### config.mk
export PLATFORM = sky130hd
export DESIGN_NAME = flash_cmd_if
export DESIGN_NICKNAME = d
export VERILOG_FILES = /design/src/rtl/flash_cmd_pkg.sv /design/src/rtl/fcr_bus_sampler.sv /design/src/rtl/fcr_cmd_decoder.sv /design/src/rtl/fcr_op_timer.sv /design/src/rtl/flash_cmd_if.sv
export SDC_FILE = /design/constraint.sdc
export NUM_CORES = 1
export LEC_CHECK = 0
export BUFFER_PORTS_ARGS = -buffer_cell sky130_fd_sc_hd__buf_2
export CAP_MARGIN = 20
export CORE_MARGIN = 2
export CORE_UTILIZATION = 39
export DETAILED_ROUTE_END_ITERATION = 6
export GPL_TIMING_DRIVEN = 0
export MAX_ROUTING_LAYER = met4
export PLACE_DENSITY_LB_ADDON = 0.12
export SLEW_MARGIN = 40
export SYNTH_ARGS = -nofsm -noshare
export SYNTH_HDL_FRONTEND = slang
export SYNTH_HIERARCHICAL = 1
export SYNTH_SLANG_ARGS = --single-unit
### constraint.sdc
create_clock -name clk_i -period 5.4 [get_ports clk_i]
set_input_delay 0.81 -clock clk_i [delete_from_list [all_inputs] [get_ports clk_i]]
set_output_delay 0.81 -clock clk_i [all_outputs]
set_load 0.02 [all_outputs]
### src/rtl/flash_cmd_pkg.sv
package flash_cmd_pkg;
  typedef enum logic [2:0] {
    M_READ, M_IDENT, M_ERS_ARM, M_PGM_ARM, M_RST_ARM, M_ERS_VFY, M_PGM_VFY
  } mode_e;

  typedef enum logic [1:0] {OP_NONE, OP_ERASE, OP_PROG} op_e;

  localparam logic [7:0] CMD_READ   = 8'h00;
  localparam logic [7:0] CMD_ID_A   = 8'h80;
  localparam logic [7:0] CMD_ID_B   = 8'h90;
  localparam logic [7:0] CMD_ERASE  = 8'h20;
  localparam logic [7:0] CMD_EVFY   = 8'hA0;
  localparam logic [7:0] CMD_PROG   = 8'h40;
  localparam logic [7:0] CMD_PVFY   = 8'hC0;
  localparam logic [7:0] CMD_RESET  = 8'hFF;
  localparam logic [7:0] ID_MFR     = 8'h20;
  localparam logic [7:0] ID_DEV     = 8'hF4;
endpackage

### src/rtl/fcr_bus_sampler.sv
module fcr_bus_sampler #(
  parameter int AW = 18
) (
  input  logic          clk_i,
  input  logic          rst_ni,
  input  logic          ce_ni,
  input  logic          we_ni,
  input  logic [AW-1:0] addr_i,
  output logic          wr_evt_o,
  output logic [AW-1:0] wr_addr_o
);
  logic we_q;

  always_ff @(posedge clk_i or negedge rst_ni) begin
    if (!rst_ni) begin
      we_q      <= 1'b1;
      wr_addr_o <= '0;
    end else begin
      we_q <= we_ni;
      if (!ce_ni && we_q && !we_ni) wr_addr_o <= addr_i;  // falling edge
    end
  end

  assign wr_evt_o = !ce_ni && !we_q && we_ni;  // rising edge
endmodule

### src/rtl/fcr_cmd_decoder.sv
module fcr_cmd_decoder
  import flash_cmd_pkg::*;
#(
  parameter int AW = 18
) (
  input  logic          clk_i,
  input  logic          rst_ni,
  input  logic          vpp_ok_i,
  input  logic          wr_evt_i,
  input  logic [AW-1:0] wr_addr_i,
  input  logic [7:0]    wr_data_i,
  output mode_e         mode_o,
  output logic [AW-1:0] vfy_addr_o,
  output logic [7:0]    op_data_o,
  output logic          start_ers_o,
  output logic          start_pgm_o,
  output logic          stop_ers_o,
  output logic          stop_pgm_o,
  output logic          abort_o
);
  mode_e         mode_q, mode_d, f_mode;
  logic [AW-1:0] vfy_q, vfy_d;
  logic [7:0]    opd_q, opd_d;
  logic          f_se, f_sp, f_lat;

  // first-cycle decode of a command byte
  always_comb begin
    f_se = 1'b0; f_sp = 1'b0; f_lat = 1'b0;
    unique case (wr_data_i)
      CMD_READ:           f_mode = M_READ;
      CMD_ID_A, CMD_ID_B: f_mode = M_IDENT;
      CMD_ERASE:          f_mode = M_ERS_ARM;
      CMD_PROG:           f_mode = M_PGM_ARM;
      CMD_RESET:          f_mode = M_RST_ARM;
      CMD_EVFY: begin f_mode = M_ERS_VFY; f_se = 1'b1; f_lat = 1'b1; end
      CMD_PVFY: begin f_mode = M_PGM_VFY; f_sp = 1'b1; end
      default:            f_mode = M_READ;
    endcase
  end

  always_comb begin
    mode_d = mode_q; vfy_d = vfy_q; opd_d = opd_q;
    start_ers_o = 1'b0; start_pgm_o = 1'b0;
    stop_ers_o = 1'b0; stop_pgm_o = 1'b0; abort_o = 1'b0;
    if (!vpp_ok_i) begin
      mode_d  = M_READ;
      abort_o = 1'b1;
    end else if (wr_evt_i) begin
      if (mode_q == M_ERS_ARM) begin
        mode_d      = M_READ;
        start_ers_o = (wr_data_i == CMD_ERASE);
      end else if (mode_q == M_PGM_ARM) begin
        mode_d      = M_READ;
        start_pgm_o = 1'b1;
        vfy_d       = wr_addr_i;
        opd_d       = wr_data_i;
      end else if (mode_q == M_RST_ARM && wr_data_i == CMD_RESET) begin
        mode_d  = M_READ;
        abort_o = 1'b1;
      end else begin
        mode_d     = f_mode;
        stop_ers_o = f_se;
        stop_pgm_o = f_sp;
        if (f_lat) vfy_d = wr_addr_i;
      end
    end
  end

  always_ff @(posedge clk_i or negedge rst_ni) begin
    if (!rst_ni) begin
      mode_q <= M_READ;
      vfy_q  <= '0;
      opd_q  <= '0;
    end else begin
      mode_q <= mode_d;
      vfy_q  <= vfy_d;
      opd_q  <= opd_d;
    end
  end

  assign mode_o     = mode_q;
  assign vfy_addr_o = vfy_q;
  assign op_data_o  = opd_q;

  assert_vpp_low_read_R1: assert property (@(posedge clk_i) disable iff (!rst_ni)
    !vpp_ok_i |=> mode_q == M_READ);
endmodule

### src/rtl/fcr_op_timer.sv
module fcr_op_timer
  import flash_cmd_pkg::*;
#(
  parameter int ERS_CYCLES = 2500000,
  parameter int PGM_CYCLES = 2500
) (
  input  logic clk_i,
  input  logic rst_ni,
  input  logic start_ers_i,
  input  logic start_pgm_i,
  input  logic stop_ers_i,
  input  logic stop_pgm_i,
  input  logic abort_i,
  output logic erase_start_o,
  output logic erase_stop_o,
  output logic prog_start_o,
  output logic prog_stop_o
);
  localparam int MAXL = (ERS_CYCLES > PGM_CYCLES) ? ERS_CYCLES : PGM_CYCLES;
  localparam int CW   = $clog2(MAXL + 1);

  op_e           op_q;
  logic [CW-1:0] cnt_q;
  logic          expire, end_ers, end_pgm, start_any;

  assign expire    = (op_q != OP_NONE) && (cnt_q == CW'(1));
  assign start_any = start_ers_i || start_pgm_i;
  assign end_ers   = (op_q == OP_ERASE) && (stop_ers_i || abort_i || expire || start_any);
  assign end_pgm   = (op_q == OP_PROG)  && (stop_pgm_i || abort_i || expire || start_any);

  always_ff @(posedge clk_i or negedge rst_ni) begin
    if (!rst_ni) begin
      op_q <= OP_NONE;
      cnt_q <= '0;
      erase_start_o <= 1'b0; erase_stop_o <= 1'b0;
      prog_start_o  <= 1'b0; prog_stop_o  <= 1'b0;
    end else begin
      erase_start_o <= start_ers_i;
      prog_start_o  <= start_pgm_i;
      erase_stop_o  <= end_ers;
      prog_stop_o   <= end_pgm;
      if (start_ers_i) begin
        op_q <= OP_ERASE; cnt_q <= CW'(ERS_CYCLES);
      end else if (start_pgm_i) begin
        op_q <= OP_PROG;  cnt_q <= CW'(PGM_CYCLES);
      end else if (end_ers || end_pgm) begin
        op_q <= OP_NONE;  cnt_q <= '0;
      end else if (op_q != OP_NONE) begin
        cnt_q <= cnt_q - CW'(1);
      end
    end
  end

  assert_ers_stop_cause_R6: assert property (@(posedge clk_i) disable iff (!rst_ni)
    erase_stop_o |-> $past(op_q == OP_ERASE));
  assert_pgm_stop_cause_R8: assert property (@(posedge clk_i) disable iff (!rst_ni)
    prog_stop_o |-> $past(op_q == OP_PROG));
  assert_cnt_bound_R10: assert property (@(posedge clk_i) disable iff (!rst_ni)
    cnt_q <= CW'(MAXL));
  assert_one_start_R5: assert property (@(posedge clk_i) disable iff (!rst_ni)
    !(erase_start_o && prog_start_o));
endmodule

### src/rtl/flash_cmd_if.sv
module flash_cmd_if
  import flash_cmd_pkg::*;
#(
  parameter int AW         = 18,
  parameter int ERS_CYCLES = 2500000,
  parameter int PGM_CYCLES = 2500
) (
  input  logic          clk_i,
  input  logic          rst_ni,
  input  logic          ce_ni,
  input  logic          oe_ni,
  input  logic          we_ni,
  input  logic          vpp_ok_i,
  input  logic [AW-1:0] addr_i,
  input  logic [7:0]    data_i,
  input  logic [7:0]    array_rdata_i,
  output logic [AW-1:0] array_addr_o,
  output logic [7:0]    data_o,
  output logic          data_oe_o,
  output logic          erase_start_o,
  output logic          erase_stop_o,
  output logic          prog_start_o,
  output logic          prog_stop_o,
  output logic [AW-1:0] prog_addr_o,
  output logic [7:0]    prog_data_o
);
  logic          wr_evt;
  logic [AW-1:0] wr_addr, vfy_addr;
  mode_e         mode;
  logic          s_ers, s_pgm, p_ers, p_pgm, abort;

  fcr_bus_sampler #(.AW(AW)) u_smp (
    .clk_i, .rst_ni, .ce_ni, .we_ni, .addr_i,
    .wr_evt_o(wr_evt), .wr_addr_o(wr_addr)
  );

  fcr_cmd_decoder #(.AW(AW)) u_dec (
    .clk_i, .rst_ni, .vpp_ok_i,
    .wr_evt_i(wr_evt), .wr_addr_i(wr_addr), .wr_data_i(data_i),
    .mode_o(mode), .vfy_addr_o(vfy_addr), .op_data_o(prog_data_o),
    .start_ers_o(s_ers), .start_pgm_o(s_pgm),
    .stop_ers_o(p_ers), .stop_pgm_o(p_pgm), .abort_o(abort)
  );

  fcr_op_timer #(.ERS_CYCLES(ERS_CYCLES), .PGM_CYCLES(PGM_CYCLES)) u_tmr (
    .clk_i, .rst_ni,
    .start_ers_i(s_ers), .start_pgm_i(s_pgm),
    .stop_ers_i(p_ers), .stop_pgm_i(p_pgm), .abort_i(abort),
    .erase_start_o, .erase_stop_o, .prog_start_o, .prog_stop_o
  );

  assign prog_addr_o  = vfy_addr;
  assign array_addr_o = (mode == M_ERS_VFY || mode == M_PGM_VFY) ? vfy_addr : addr_i;
  assign data_oe_o    = !ce_ni && !oe_ni;

  always_comb begin
    if (mode == M_IDENT) data_o = addr_i[0] ? ID_DEV : ID_MFR;
    else                 data_o = array_rdata_i;
  end

  assert_no_start_lowvpp_R1: assert property (@(posedge clk_i) disable iff (!rst_ni)
    $past(!vpp_ok_i) |-> !erase_start_o && !prog_start_o);
endmodule

Word-level counts from Yosys, hierarchy flattened
Cells that the tools add are included.
Cells by class
  add/sub/neg operators: 1
  multipliers: 0
  div/mod/pow operators: 0
  order comparisons: 0
  equality and inequality tests: 18
  shift operators: 0
  mux-type cells: 43
  bitwise gates (word level): 1
  reduce and logical (&&, ||, !) cells: 29
Operator list (number)
  two-way mux 22 bit: 4
  two-way mux 18 bit: 4
  == test 8 bit (second input constant): 5
  two-way mux 1 bit: 24
  == test 22 x 1 -> 1 bit (second input constant): 1
  subtractor 22 x 1 -> 22 bit (second input constant): 1
  one-hot mux 3 bit (6 select lines): 1
  two-way mux 8 bit: 2
  two-way mux 3 bit: 5
  == test 3 bit (second input constant): 3
  logical AND 1 bit: 9
  logical OR 1 bit: 9
  == test 8 x 6 -> 1 bit (second input constant): 1
  == test 8 x 7 -> 1 bit (second input constant): 1
  == test 3 x 2 -> 1 bit (second input constant): 2
  two-way mux 2 bit: 3
  AND reduction 5 bit: 1
  zero test 1 bit: 4
  != test 2 x 1 -> 1 bit (second input constant): 2
  AND reduction 4 bit: 1
  nonzero test 2 bit: 2
  nonzero test 4 bit: 1
  == test 3 x 1 -> 1 bit (second input constant): 1
  nonzero test 3 bit: 1
  4 further kinds: 4
Storage, ports and cells
  flip-flop bits (word level): 76
  latch bits: 0
  memory bits (writable): 0
  bits in read-only memories: 0
  input port bits: 40
  output and inout port bits: 57
  word-level logic and storage cells: 103
  memories: 0

Longest topological paths before layout
  word-level depth: 15
  depth in mapped cells: 11
  mapped depth without buffers: 9

Hierarchy
Netlist, hierarchy kept.
Modules (own cells, without submodules)
  fcr_op_timer: instances 1, cells an instance 145, area an instance 1447.6 um2, sequential area each 700.7 um2
  fcr_cmd_decoder: instances 1, cells an instance 97, area an instance 1336.3 um2, sequential area each 725.7 um2
  fcr_bus_sampler: instances 1, cells an instance 41, area an instance 768.2 um2, sequential area each 476.7 um2
  flash_cmd_if: instances 1, cells an instance 34, area an instance 346.6 um2, sequential area each 0.0 um2

Least setup slack after synthesis
OpenSTA, ideal clock, no wires.
  kind: input-to-reg
  start point: input we_ni
  end point: register u_tmr.cnt_q[11]
  setup time: 0.111 ns
  arrival time: 2.835 ns
  data required time: 5.289 ns
  path slack: 2.454 ns
  stages: 10
  path buffers: 1
  cell sequence: nor3b_1 -> and4b_1 -> nand2_2 -> inv_1 -> clkbuf_1 -> or4_1 -> a22o_1 -> a31oi_4 -> nor2_1 -> a2111oi_2
Between the ends
  elaborated cells between the ends (all ways): 25
  those cells by class: 13 x mux; 12 x reduce/logical
RTL lines
  start: declaration: RTL line flash_cmd_if.sv:12  | input logic we_ni,
  logical AND 1 bit *: RTL line fcr_bus_sampler.sv:24  | assign wr_evt_o = !ce_ni && !we_q && we_ni;
  two-way mux 1 bit *: RTL line fcr_cmd_decoder.sv:48  | end else if (wr_evt_i) begin
  two-way mux 1 bit *: RTL line fcr_cmd_decoder.sv:45  | if (!vpp_ok_i) begin
  named net s_pgm: RTL line flash_cmd_if.sv:30  | logic s_ers, s_pgm, p_ers, p_pgm, abort;
  logical OR 1 bit: RTL line fcr_op_timer.sv:27  | assign start_any = start_ers_i || start_pgm_i;
  logical OR 1 bit, on equally long branches: RTL line fcr_op_timer.sv:28, fcr_op_timer.sv:29
  logical AND 1 bit, on equally long branches: RTL line fcr_op_timer.sv:28, fcr_op_timer.sv:29
  logical OR 1 bit: RTL line fcr_op_timer.sv:46  | end else if (end_ers || end_pgm) begin
  two-way mux 22 bit: RTL line fcr_op_timer.sv:46
  two-way mux 22 bit: RTL line fcr_op_timer.sv:44  | end else if (start_pgm_i) begin
  two-way mux 22 bit: RTL line fcr_op_timer.sv:42  | if (start_ers_i) begin
  end signal: assignment: RTL line fcr_op_timer.sv:49  | cnt_q <= cnt_q - CW'(1);
  end: declaration: RTL line fcr_op_timer.sv:23  | logic [CW-1:0] cnt_q;
The timed path passes the listed nets; every way through them passes the cells marked *.
A chain may end at the register's enable or synchronous reset.

Final worst setup path
  start point: input ce_ni
  end point: register u_tmr.cnt_q[3]
Between the ends
  elaborated cells between the ends (all ways): 27
  those cells by class: 13 x mux; 14 x reduce/logical
RTL lines
  start: declaration: RTL line flash_cmd_if.sv:10  | input logic ce_ni,
  zero test 1 bit *: RTL line fcr_bus_sampler.sv:24
  logical AND 1 bit * (2 in series): RTL line fcr_bus_sampler.sv:24
  named net wr_evt: RTL line flash_cmd_if.sv:27  | logic wr_evt;
  two-way mux 1 bit *: RTL line fcr_cmd_decoder.sv:48
  two-way mux 1 bit *: RTL line fcr_cmd_decoder.sv:45
  named net s_ers: RTL line flash_cmd_if.sv:30
  logical OR 1 bit: RTL line fcr_op_timer.sv:27
  logical OR 1 bit, on equally long branches: RTL line fcr_op_timer.sv:28, fcr_op_timer.sv:29
  logical AND 1 bit, on equally long branches: RTL line fcr_op_timer.sv:28, fcr_op_timer.sv:29
  logical OR 1 bit: RTL line fcr_op_timer.sv:46
  two-way mux 22 bit: RTL line fcr_op_timer.sv:46
  two-way mux 22 bit: RTL line fcr_op_timer.sv:44
  two-way mux 22 bit: RTL line fcr_op_timer.sv:42
Marks and branches as above.

==> flow_summary.json <==
{
  "status": "complete, no violations",
  "ir_drop_v": 0.000151,
  "cts.root.buffer_cell": "clkbuf_8",
  "fin_skew_ns": 0.00861,
  "min_period_over_period_pct": 59.9,
  "grtUsageTotal_pct": 16.5,
  "drtPass1Iterations": 4,
  "yosys_warnings": 6,
  "layout_min_cycle_time_ns": 3.23,
  "holdWs_ns": 0.345,
  "drc_errors": 0,
  "drtIter0Drc": 128,
  "synth_most_common_cell": "dfrtp_1",
  "ff2ff_path_depth": 10,
  "via_count": 2830,
  "syn_inst": 317,
  "clk_pin_slew_worst_paths_ns": 0.08,
  "drive_gt1_share_pct": 45.7,
  "insertion_delay_ns": 0.34,
  "hold_path.class": "primary input to asynchronous set/reset pin",
  "synth_edf_count": 0,
  "tns_ns": 0,
  "startpoint_type": "primary input",
  "post_cts_resized": 0,
  "grt_pass1_wl_mm": 14.1,
  "worstSetupPathType": "primary input to register",
  "grt_pass1_vias": 2753,
  "rsz0062_at_grt": "false",
  "antennaDiodeCount": 0,
  "maxCapViolations": 0,
  "tightest_slew_ns": 0.705,
  "slew-limit-headroom_pct": 52.5,
  "core_area_um2": 9730,
  "syn_to_final_growth_pct": 23.5,
  "dieArea_um2": 10800,
  "r2r-end": "u_tmr/cnt_q[18]",
  "setup_viol": 0,
  "r2r-start": "u_smp/we_q",
  "antenna_found_initial": 0,
  "io_pins": 97,
  "ant_nets": 0,
  "overflow": 0,
  "synth_nets": 359,
  "cp_data_required_time_ns": 5.62,
  "grt_max_degree": 44,
  "synth.largest_area_cell": "dfrtp_1",
  "syn_area_um2": 3900,
  "post-cts-setup-buffers": 0,
  "setup.worst_path.end_class": "register",
  "synth_seq_cells": 76,
  "cts_buffers": 9,
  "h-tree-depth": 3,
  "cts_hold_buf": 0,
  "cts_buffer_depth": 2,
  "cts_tree": "yes",
  "synth_area_per_cell_um2": 12.3,
  "wire_per_inst_um": 15.0,
  "drv_slew": 0,
  "viasPerCell": 5.04,
  "ys_async_sr_fraction_pct": 100,
  "place.gp.congestion": 0.800,
  "die_h_um": 104,
  "hold_viol": 0,
  "netlist.area_leader.share_pct": 48.1,
  "p_leak_nw": 2.44,
  "start_util_pct": 40.1,
  "cp.arrival_ns": 3.46,
  "numPortBuffers": 95,
  "synth.distinct_cells": 54,
  "r2r_slack_ns": 2.40,
  "synth_commonest_cells": "75 x dfrtp_1, 32 x mux2_2, 30 x mux2_4",
  "place_hpwl_mm": 6.03,
  "synth_area_leaders": "dfrtp_1 48%, mux2_4 12%, mux2_2 9.2%, xor2_1 3.1%, nor2_1 2.6%",
  "nNetsFinal": 466,
  "routed_wl_mm": 8.42,
  "max_freq_mhz": 309,
  "cts_sinks": 76,
  "synthFlopType": "dfrtp_1",
  "yosysSeqAreaShare_pct": 48.8,
  "fp-row-count": 36,
  "worstPathMaxFanout": 10,
  "power.density_nw_per_um2": 348,
  "die_x_um": 104
}
-- final cells by class --
cell class	count	area, µm²
repair buffers	96	509
plain buffers	11	97.6
inverters	7	26.3
clock buffers	10	128
well taps	133	166
clock inverters	6	111
flip-flops and latches	76	1900
multi-input cells	223	1870
fillers	910	4920
-- critical path, stage by stage --
cell and delay [ns]:
buf_2 0.12, nor3b_1 0.43, and4b_1 0.32, nand3_1 0.10, nor3_1 0.27, clkbuf_1 0.46, or4_1 0.21, a22o_1 0.18
a31oi_4 0.07, nand2_1 0.15, buf_2 0.25, nor2_1 0.08
-- metal layers --
layer	global-route usage [%]	routed length, µm	vias to the layer above
li1	-	-	1351
met1	22.2	3980	1389
met2	25.4	3890	82
met3	3.32	453	8
met4	5.21	98	0
met5	-	0	-
-- metrics by stage --
stage	worst slack [ns]	power (mW)	area, µm²	cells	util [%]
2_1_floorplan	2.45	1.04	3900	317	-
3_3_place_gp	1.91	1.15	4540	545	46.7
3_5_place_dp	1.85	1.16	4570	546	47.0
4_1_cts	2.22	1.69	4810	562	49.5
5_1_grt	1.94	1.78	4810	562	49.5
6_report	2.17	1.67	4810	562	49.5
-- sequential cells by signal (all words and copies together) (netlist names), 2 cells and up --
register and flops:
u_dec/vfy_addr_o 18, u_dec/op_data_o 8, u_tmr/op_q 2, u_tmr/cnt_q 22, u_smp/wr_addr_o 18, u_dec/mode_o 3
-- power by group --
part | internal [mW] | switching, mW
clock network | 0.308 | 0.216
registers | 0.661 | 0.0810
logic | 0.183 | 0.225
-- kinds of logic (layout without fill, tap and decap cells) --
logic type / Yosys count / after routing / synth area share (%)
simple gates: 101 / 101 / 15.1
flops: 76 / 76 / 48.8
mux: 62 / 62 / 20.8
compound gates: 39 / 39 / 7.25
xor+xnor: 19 / 19 / 4.27
buf+inv: 18 / 130 / 3.18
fa+ha+maj: 2 / 2 / 0.642
-- worst max path at each step --
stage / startpoint / endpoint / slack, ns / depth (start not counted)
floorplan: we_ni / u_tmr/cnt_q[11] / 2.45 / 10
global placement: ce_ni / u_tmr/cnt_q[3] / 1.91 / 12
detailed placement: ce_ni / u_tmr/cnt_q[18] / 1.85 / 11
CTS: ce_ni / u_tmr/cnt_q[18] / 2.22 / 11
global route: ce_ni / u_tmr/cnt_q[14] / 1.94 / 12
finish: ce_ni / u_tmr/cnt_q[3] / 2.17 / 12
-- placed cells by master (no fill, tap or decap), types with 2 or more instances in the layout --
cell,instances
bufinv_16,3
nor2_1,27
buf_2,97
buf_6,3
o21ai_0,11
xnor2_1,5
inv_1,7
nor4_1,3
nand4_1,5
nand2_1,9
clkbuf_1,3
ha_1,2
nand3b_1,3
or4_1,3
clkbuf_8,9
xor2_1,14
a31oi_1,3
buf_12,2
nand3_1,6
nor3_1,8
a21o_1,4
nor2b_1,5
nor3b_1,2
mux2_4,30
and2_1,3
a22oi_1,2
o31ai_1,3
dfrtp_1,75
nor3_2,2
or3_1,6
nand2_2,3
nand2b_1,6
mux2_2,32
a21oi_1,6
o21a_1,2
Power figures use the tool's default switching activity.
